--- config.mk ---
export PLATFORM = sky130hd
export DESIGN_NAME = servo_track_conv
export DESIGN_NICKNAME = d
export VERILOG_FILES = /design/src/rtl/trk_pkg.sv /design/src/rtl/trk_dir_sel.sv /design/src/rtl/trk_shot_seq.sv /design/src/rtl/trk_code_reg.sv /design/src/rtl/servo_track_conv.sv
export SDC_FILE = /design/constraint.sdc
export NUM_CORES = 1
export LEC_CHECK = 0
export BUFFER_PORTS_ARGS = -buffer_cell sky130_fd_sc_hd__clkbuf_2
export CAP_MARGIN = 20
export CORE_MARGIN = 5
export CORE_UTILIZATION = 45
export CTS_CLUSTER_SIZE = 12
export DETAILED_ROUTE_END_ITERATION = 16
export GPL_TIMING_DRIVEN = 0
export PLACE_DENSITY = 0.81
export SLEW_MARGIN = 20
export SYNTH_ARGS = -nofsm -noshare
export SYNTH_HDL_FRONTEND = slang
export SYNTH_SLANG_ARGS = --single-unit
--- constraint.sdc ---
create_clock -name clk -period 2.9 [get_ports clk]
set_clock_uncertainty 0.1 [all_clocks]
set_input_delay 0.58 -clock clk [delete_from_list [all_inputs] [get_ports clk]]
set_output_delay 0.58 -clock clk [all_outputs]
set_load 0.05 [all_outputs]
--- src/rtl/trk_pkg.sv ---
package trk_pkg;

  typedef enum logic [1:0] {
    STEP_HOLD = 2'd0,
    STEP_UP   = 2'd1,
    STEP_DOWN = 2'd2,
    STEP_CLR  = 2'd3
  } step_e;

  // Saturating next-code arithmetic on a 32-bit container.
  function automatic logic [31:0] step_apply(input logic [31:0] cur,
                                             input step_e       st,
                                             input logic [31:0] top);
    logic [31:0] nxt;
    nxt = cur;
    case (st)
      STEP_UP:   if (cur < top)   nxt = cur + 32'd1;
      STEP_DOWN: if (cur != 32'd0) nxt = cur - 32'd1;
      STEP_CLR:  nxt = 32'd0;
      default:   nxt = cur;
    endcase
    return nxt;
  endfunction

  // Direction choice of the tracking loop from the window comparator.
  function automatic step_e track_choice(input logic above, input logic below,
                                         input logic blk_up, input logic blk_dn,
                                         input logic full, input logic empty);
    step_e s;
    s = STEP_HOLD;
    if (above && !below && !blk_up && !full)      s = STEP_UP;
    else if (below && !above && !blk_dn && !empty) s = STEP_DOWN;
    return s;
  endfunction

endpackage

--- src/rtl/trk_dir_sel.sv ---
module trk_dir_sel
  import trk_pkg::*;
(
  input  logic  cmp_above,
  input  logic  cmp_below,
  input  logic  inhibit_up,
  input  logic  inhibit_down,
  input  logic  at_max,
  input  logic  at_zero,
  output step_e track_step
);

  always_comb begin
    track_step = track_choice(cmp_above, cmp_below, inhibit_up, inhibit_down,
                              at_max, at_zero);
  end

endmodule

--- src/rtl/trk_shot_seq.sv ---
module trk_shot_seq
  import trk_pkg::*;
(
  input  logic  clk,
  input  logic  rst_n,
  input  logic  enable,
  input  logic  start,
  input  logic  freeze,
  input  logic  cmp_above,
  input  logic  at_max,
  output step_e shot_step,
  output logic  busy,
  output logic  done
);

  logic run_q, done_q;
  logic launch, keep_going, finish;

  assign launch     = enable && !freeze && start;
  assign keep_going = enable && !freeze && !start && run_q && cmp_above && !at_max;
  assign finish     = enable && !freeze && !start && run_q && !(cmp_above && !at_max);

  always_comb begin
    shot_step = STEP_HOLD;
    if (launch)          shot_step = STEP_CLR;
    else if (keep_going) shot_step = STEP_UP;
  end

  always_ff @(posedge clk or negedge rst_n) begin
    if (!rst_n) begin
      run_q  <= 1'b0;
      done_q <= 1'b0;
    end else if (!enable) begin
      run_q  <= 1'b0;
      done_q <= 1'b0;
    end else if (launch) begin
      run_q  <= 1'b1;
      done_q <= 1'b0;
    end else if (finish) begin
      run_q  <= 1'b0;
      done_q <= 1'b1;
    end
  end

  assign busy = run_q;
  assign done = done_q;

endmodule

--- src/rtl/trk_code_reg.sv ---
module trk_code_reg
  import trk_pkg::*;
#(
  parameter int WIDTH = 8
) (
  input  logic             clk,
  input  logic             rst_n,
  input  step_e            step,
  output logic [WIDTH-1:0] code,
  output logic             at_max,
  output logic             at_zero
);

  localparam logic [31:0]      TOP32    = 32'((64'd1 << WIDTH) - 64'd1);
  localparam logic [WIDTH-1:0] CODE_TOP = {WIDTH{1'b1}};

  logic [WIDTH-1:0] code_q;
  logic [31:0]      next32;

  always_comb begin
    next32 = step_apply(32'(code_q), step, TOP32);
  end

  always_ff @(posedge clk or negedge rst_n) begin
    if (!rst_n) code_q <= '0;
    else        code_q <= WIDTH'(next32);
  end

  assign code    = code_q;
  assign at_max  = (code_q == CODE_TOP);
  assign at_zero = (code_q == '0);

endmodule

--- src/rtl/servo_track_conv.sv ---
module servo_track_conv
  import trk_pkg::*;
#(
  parameter int WIDTH = 8
) (
  input  logic             clk,
  input  logic             rst_n,
  input  logic             shot_mode,
  input  logic             start,
  input  logic             freeze,
  input  logic             inhibit_up,
  input  logic             inhibit_down,
  input  logic             cmp_above,
  input  logic             cmp_below,
  output logic [WIDTH-1:0] dac_code,
  output logic             busy,
  output logic             done
);

  step_e track_step, shot_step, step_sel;
  logic  at_max, at_zero;

  trk_dir_sel u_dir (
    .cmp_above   (cmp_above),
    .cmp_below   (cmp_below),
    .inhibit_up  (inhibit_up),
    .inhibit_down(inhibit_down),
    .at_max      (at_max),
    .at_zero     (at_zero),
    .track_step  (track_step)
  );

  trk_shot_seq u_seq (
    .clk      (clk),
    .rst_n    (rst_n),
    .enable   (shot_mode),
    .start    (start),
    .freeze   (freeze),
    .cmp_above(cmp_above),
    .at_max   (at_max),
    .shot_step(shot_step),
    .busy     (busy),
    .done     (done)
  );

  always_comb begin
    if (freeze)         step_sel = STEP_HOLD;
    else if (shot_mode) step_sel = shot_step;
    else                step_sel = track_step;
  end

  trk_code_reg #(.WIDTH(WIDTH)) u_code (
    .clk    (clk),
    .rst_n  (rst_n),
    .step   (step_sel),
    .code   (dac_code),
    .at_max (at_max),
    .at_zero(at_zero)
  );

endmodule

==> summary.md <==
| Metric | Value |
|---|---|
| Synth Net Count | a little over 100 |
| Final period utilization | 0.931 |
| P per Cell Area | 875 nW/um^2 |
| Synth Register Bits | 10 |
| DP Wirelength | 1400 um |
| Max-slew headroom | 0.783 |
| Logic pwr share | 0.539 |
| Die height | around 52 um |
| Post-layout util | 0.582 |
| Max frequency | 370 MHz |
| Place WS | -0.402 ns |
| CP Cell Sequence | clkbuf_2, nor4_4, and2_4, ha_2, nand2_1, and3_1, a21oi_1, or2_1, a2111oi_2, a21oi_1 |
| DRC | 0 |
| Crit path max-delay family | simple AND/OR/NAND/NOR gates |
| First-pass GRT wire length | 2920 um |
| Initial antenna violation count | 0 |
| Final Power | between 800 and 900 uW |
| Mapped Avg Cell Area | 9.12 um^2 |
| Slew @ Worst Pin | ~0.32 ns |
| Post-Syn Area | around 780 um^2 |
| Final setup viols | 0 |
| GRT Overall Usage | 0.148 |
| Die X | 51.8 um |
| Setup TNS | 0 ns |
| Tmin final | 2.70 ns |
| Worst hold path type | input port to async pin |
| RR Endpoint | u_code.code[7]$_DFFE_PN0P_ |
| Seq/Total Area, Yosys | 0.319 |
| Cell taking the most area after synthesis | dfrtp_1 |
| H-tree Lvls | 1 |
| P_int | 422 uW |
| Nets | between 100 and 150 |
| # clock sinks | 10 |
| Initial Util | 0.464 |
| Area delta synth->final | 25.4% |
| First-pass DRT Iterations | 4 |
| Reg2reg start | u_code.code[1]$_DFFE_PN0P_ |
| Placed Area | roughly 900 um^2 |
| Worst hold margin | around 0.062 ns |
| Vias in the first global route | between 600 and 700 |
| M3 GR Usage | 0.0143 |
| Max Cap Viol | 0 |
| Clock share of power | 0.145 |
| Worst Path Max Fanout | 9 |
| Antenna viol nets, final | 0 |
| CP Capture Type | register |
| R2R cell count | 10 |
| Pleak | 0.480 nW |
| Share of the synthesized area in the top cell type | 0.319 |
| Setup repair after global routing missed its margin | false |
| # rows | 15 |
| R2R Setup Slk | 0.22 ns |
| Finished Layout Cells | 126 |
| CP arrival | 2.75 ns |
| Number of distinct library cells after synthesis | 30 |
| Status | finished, final reports clean |
| Largest cells by area after synthesis | dfrtp_1, ha_1, a21oi_1 |
| Max Slew Vio Count | 0 |
| Setup crit start kind | input port |
| Switch Pwr | around 440 uW |
| Clk pin slew, worst setup/hold paths | 0.07 ns |
| Hold buffers post-CTS | 0 |
| FILL cells | ~160 |
| Die area | approximately 2700 um^2 |
| Post-route design area | 983 um^2 |
| Slowest stage delay, CP | 0.37 ns |
| Final GP Congestion | 0.731 |
| Multi-input logic area | roughly 550 um^2 |
| Std-Cell Core Area | approximately 1700 um^2 |
| GRT met2 Usage | 0.258 |
| Bufs and invs on worst path | 1 |
| Clock root buffer | clkbuf_4 |
| Skew-Pair Late Insertion Delay | 0.27 ns |
| Diodes inserted | 0 |
| GRT met1 Usage | 0.171 |
| Wirelength per Cell | 14.0 um |
| CP Data Required Time | 2.95 ns |
| Share of post-route cells with drive strength above 1 | 0.339 |
| Overall routed net length | 1770 um |
| Via count | 743 |
| DRT iter0 DRCs | 12 |
| Worst path slowest cell | a2111oi_2 |
| Gr ovfl total | 0 |
| Gr busiest metal | met2 |
| Number of top-level pins | 19 |
| Setup WS post-layout | 0.199 ns |
| WS Path Type | input port to register |
| Critical path's most frequent cell | a21oi_1 |
| Flop pwr share | 0.316 |
| Register area | between 200 and 300 um^2 |
| # port buffers | 18 |
| CTS buffer count | 3 |
| Hold Fails Final Rpt | 0 |
| Sw Ratio | 0.510 |
| CTS tree | done |
| CTS Buffer Depth | 2 |
| Worst VDD drop | 0.000563 V |
| Post-DR vias/cell | 5.90 |
| Placed cell count | 121 |
| Synth warn | 0 |
| Largest net degree at the start of global routing | 11 |
| Gate Count Post-Synth | 86 |
==> Yosys cell counts (all sizes together) <==
library cell  instances
a21oi                10
dfrtp                10
nand2                 8
ha                    6
nor2                  6
a21o                  5
xnor2                 4
mux2i                 3
nand4                 3
nor2b                 3
nor3b                 3
nor4                  3
o31ai                 3
and2                  2
buf                   2
inv                   2
or2                   2
xor2                  2
a2111oi               1
a31oi                 1
and3                  1
fa                    1
nand2b                1
nand3                 1
nor3                  1
nor4b                 1
o211ai                1
==> layout by cell type, fill, tap and decap left out, drive strengths merged, types with 2 or more instances in the layout <==
cell and instances:
mux2i 3, xnor2 4, xor2 2, buf 3
nor2 6, nor4 3, a21o 5, clkbuf 22
nor2b 3, nand4 3, ha 6, a21oi 10
inv 2, dfrtp 10, o31ai 3, or2 2
nand2 8, and2 2, nor3b 3
==> power groups by stage <==
stage | Combinational (mW) | Sequential, mW | Clock [mW]
after detailed placement | 0.442 | 0.266 | 0
after CTS | 0.449 | 0.269 | 0.126
final | 0.464 | 0.272 | 0.125
after global placement | 0.424 | 0.257 | 0
after global routing | 0.503 | 0.284 | 0.132
after floorplan | 0.183 | 0.409 | 0
==> routing by layer <==
metal / up-vias / wire (um)
met2: 29 / 842
met5: - / 0
met3: 8 / 104
li1: 362 / -
met1: 344 / 757
met4: 0 / 65
==> final cells by class <==
type | instances | area share
tap | 17 | 0.0216
timing repair buffer | 19 | 0.0992
sequential | 10 | 0.257
multi-input combinational | 72 | 0.555
buffer | 2 | 0.0229
inverter | 2 | 0.00763
clock buffer | 4 | 0.0369
==> sequential cells by signal, indices dropped and copies added (netlist names) <==
name	count
u_code.code	8
u_seq.busy	1
u_seq.done	1
==> what timing repair did <==
action | CTS | global route
buffers inserted | 0 | 1
resized for setup | 5 | 7
pin swaps | 0 | 1
endpoints found under the setup margin | 1 | 1
==> worst max path at each step <==
stage	from	endpoint	cells after the start
floorplan	u_code.code[0]$_DFFE_PN0P_	u_code.code[7]$_DFFE_PN0P_	10
global placement	freeze	u_code.code[7]$_DFFE_PN0P_	10
detailed placement	freeze	u_code.code[7]$_DFFE_PN0P_	10
CTS	freeze	u_code.code[7]$_DFFE_PN0P_	10
global route	u_code.code[6]$_DFFE_PN0P_	u_code.code[7]$_DFFE_PN0P_	10
finish	freeze	u_code.code[7]$_DFFE_PN0P_	10
==> cells by family (layout without fill, tap and decap cells) <==
group                      Yosys count  after routing  synth area share
DFF                                 10             10             0.319
xor gates and xnor gates             6              6            0.0670
muxes                                3              3            0.0383
AOI/OAI and AO/OA                   21             21             0.174
adders and majority gates            7              7             0.121
and+or+nand+nor                     35             35             0.242
buffers and inverters                4             27            0.0383
Note: power is estimated with default switching activity, not from simulation.
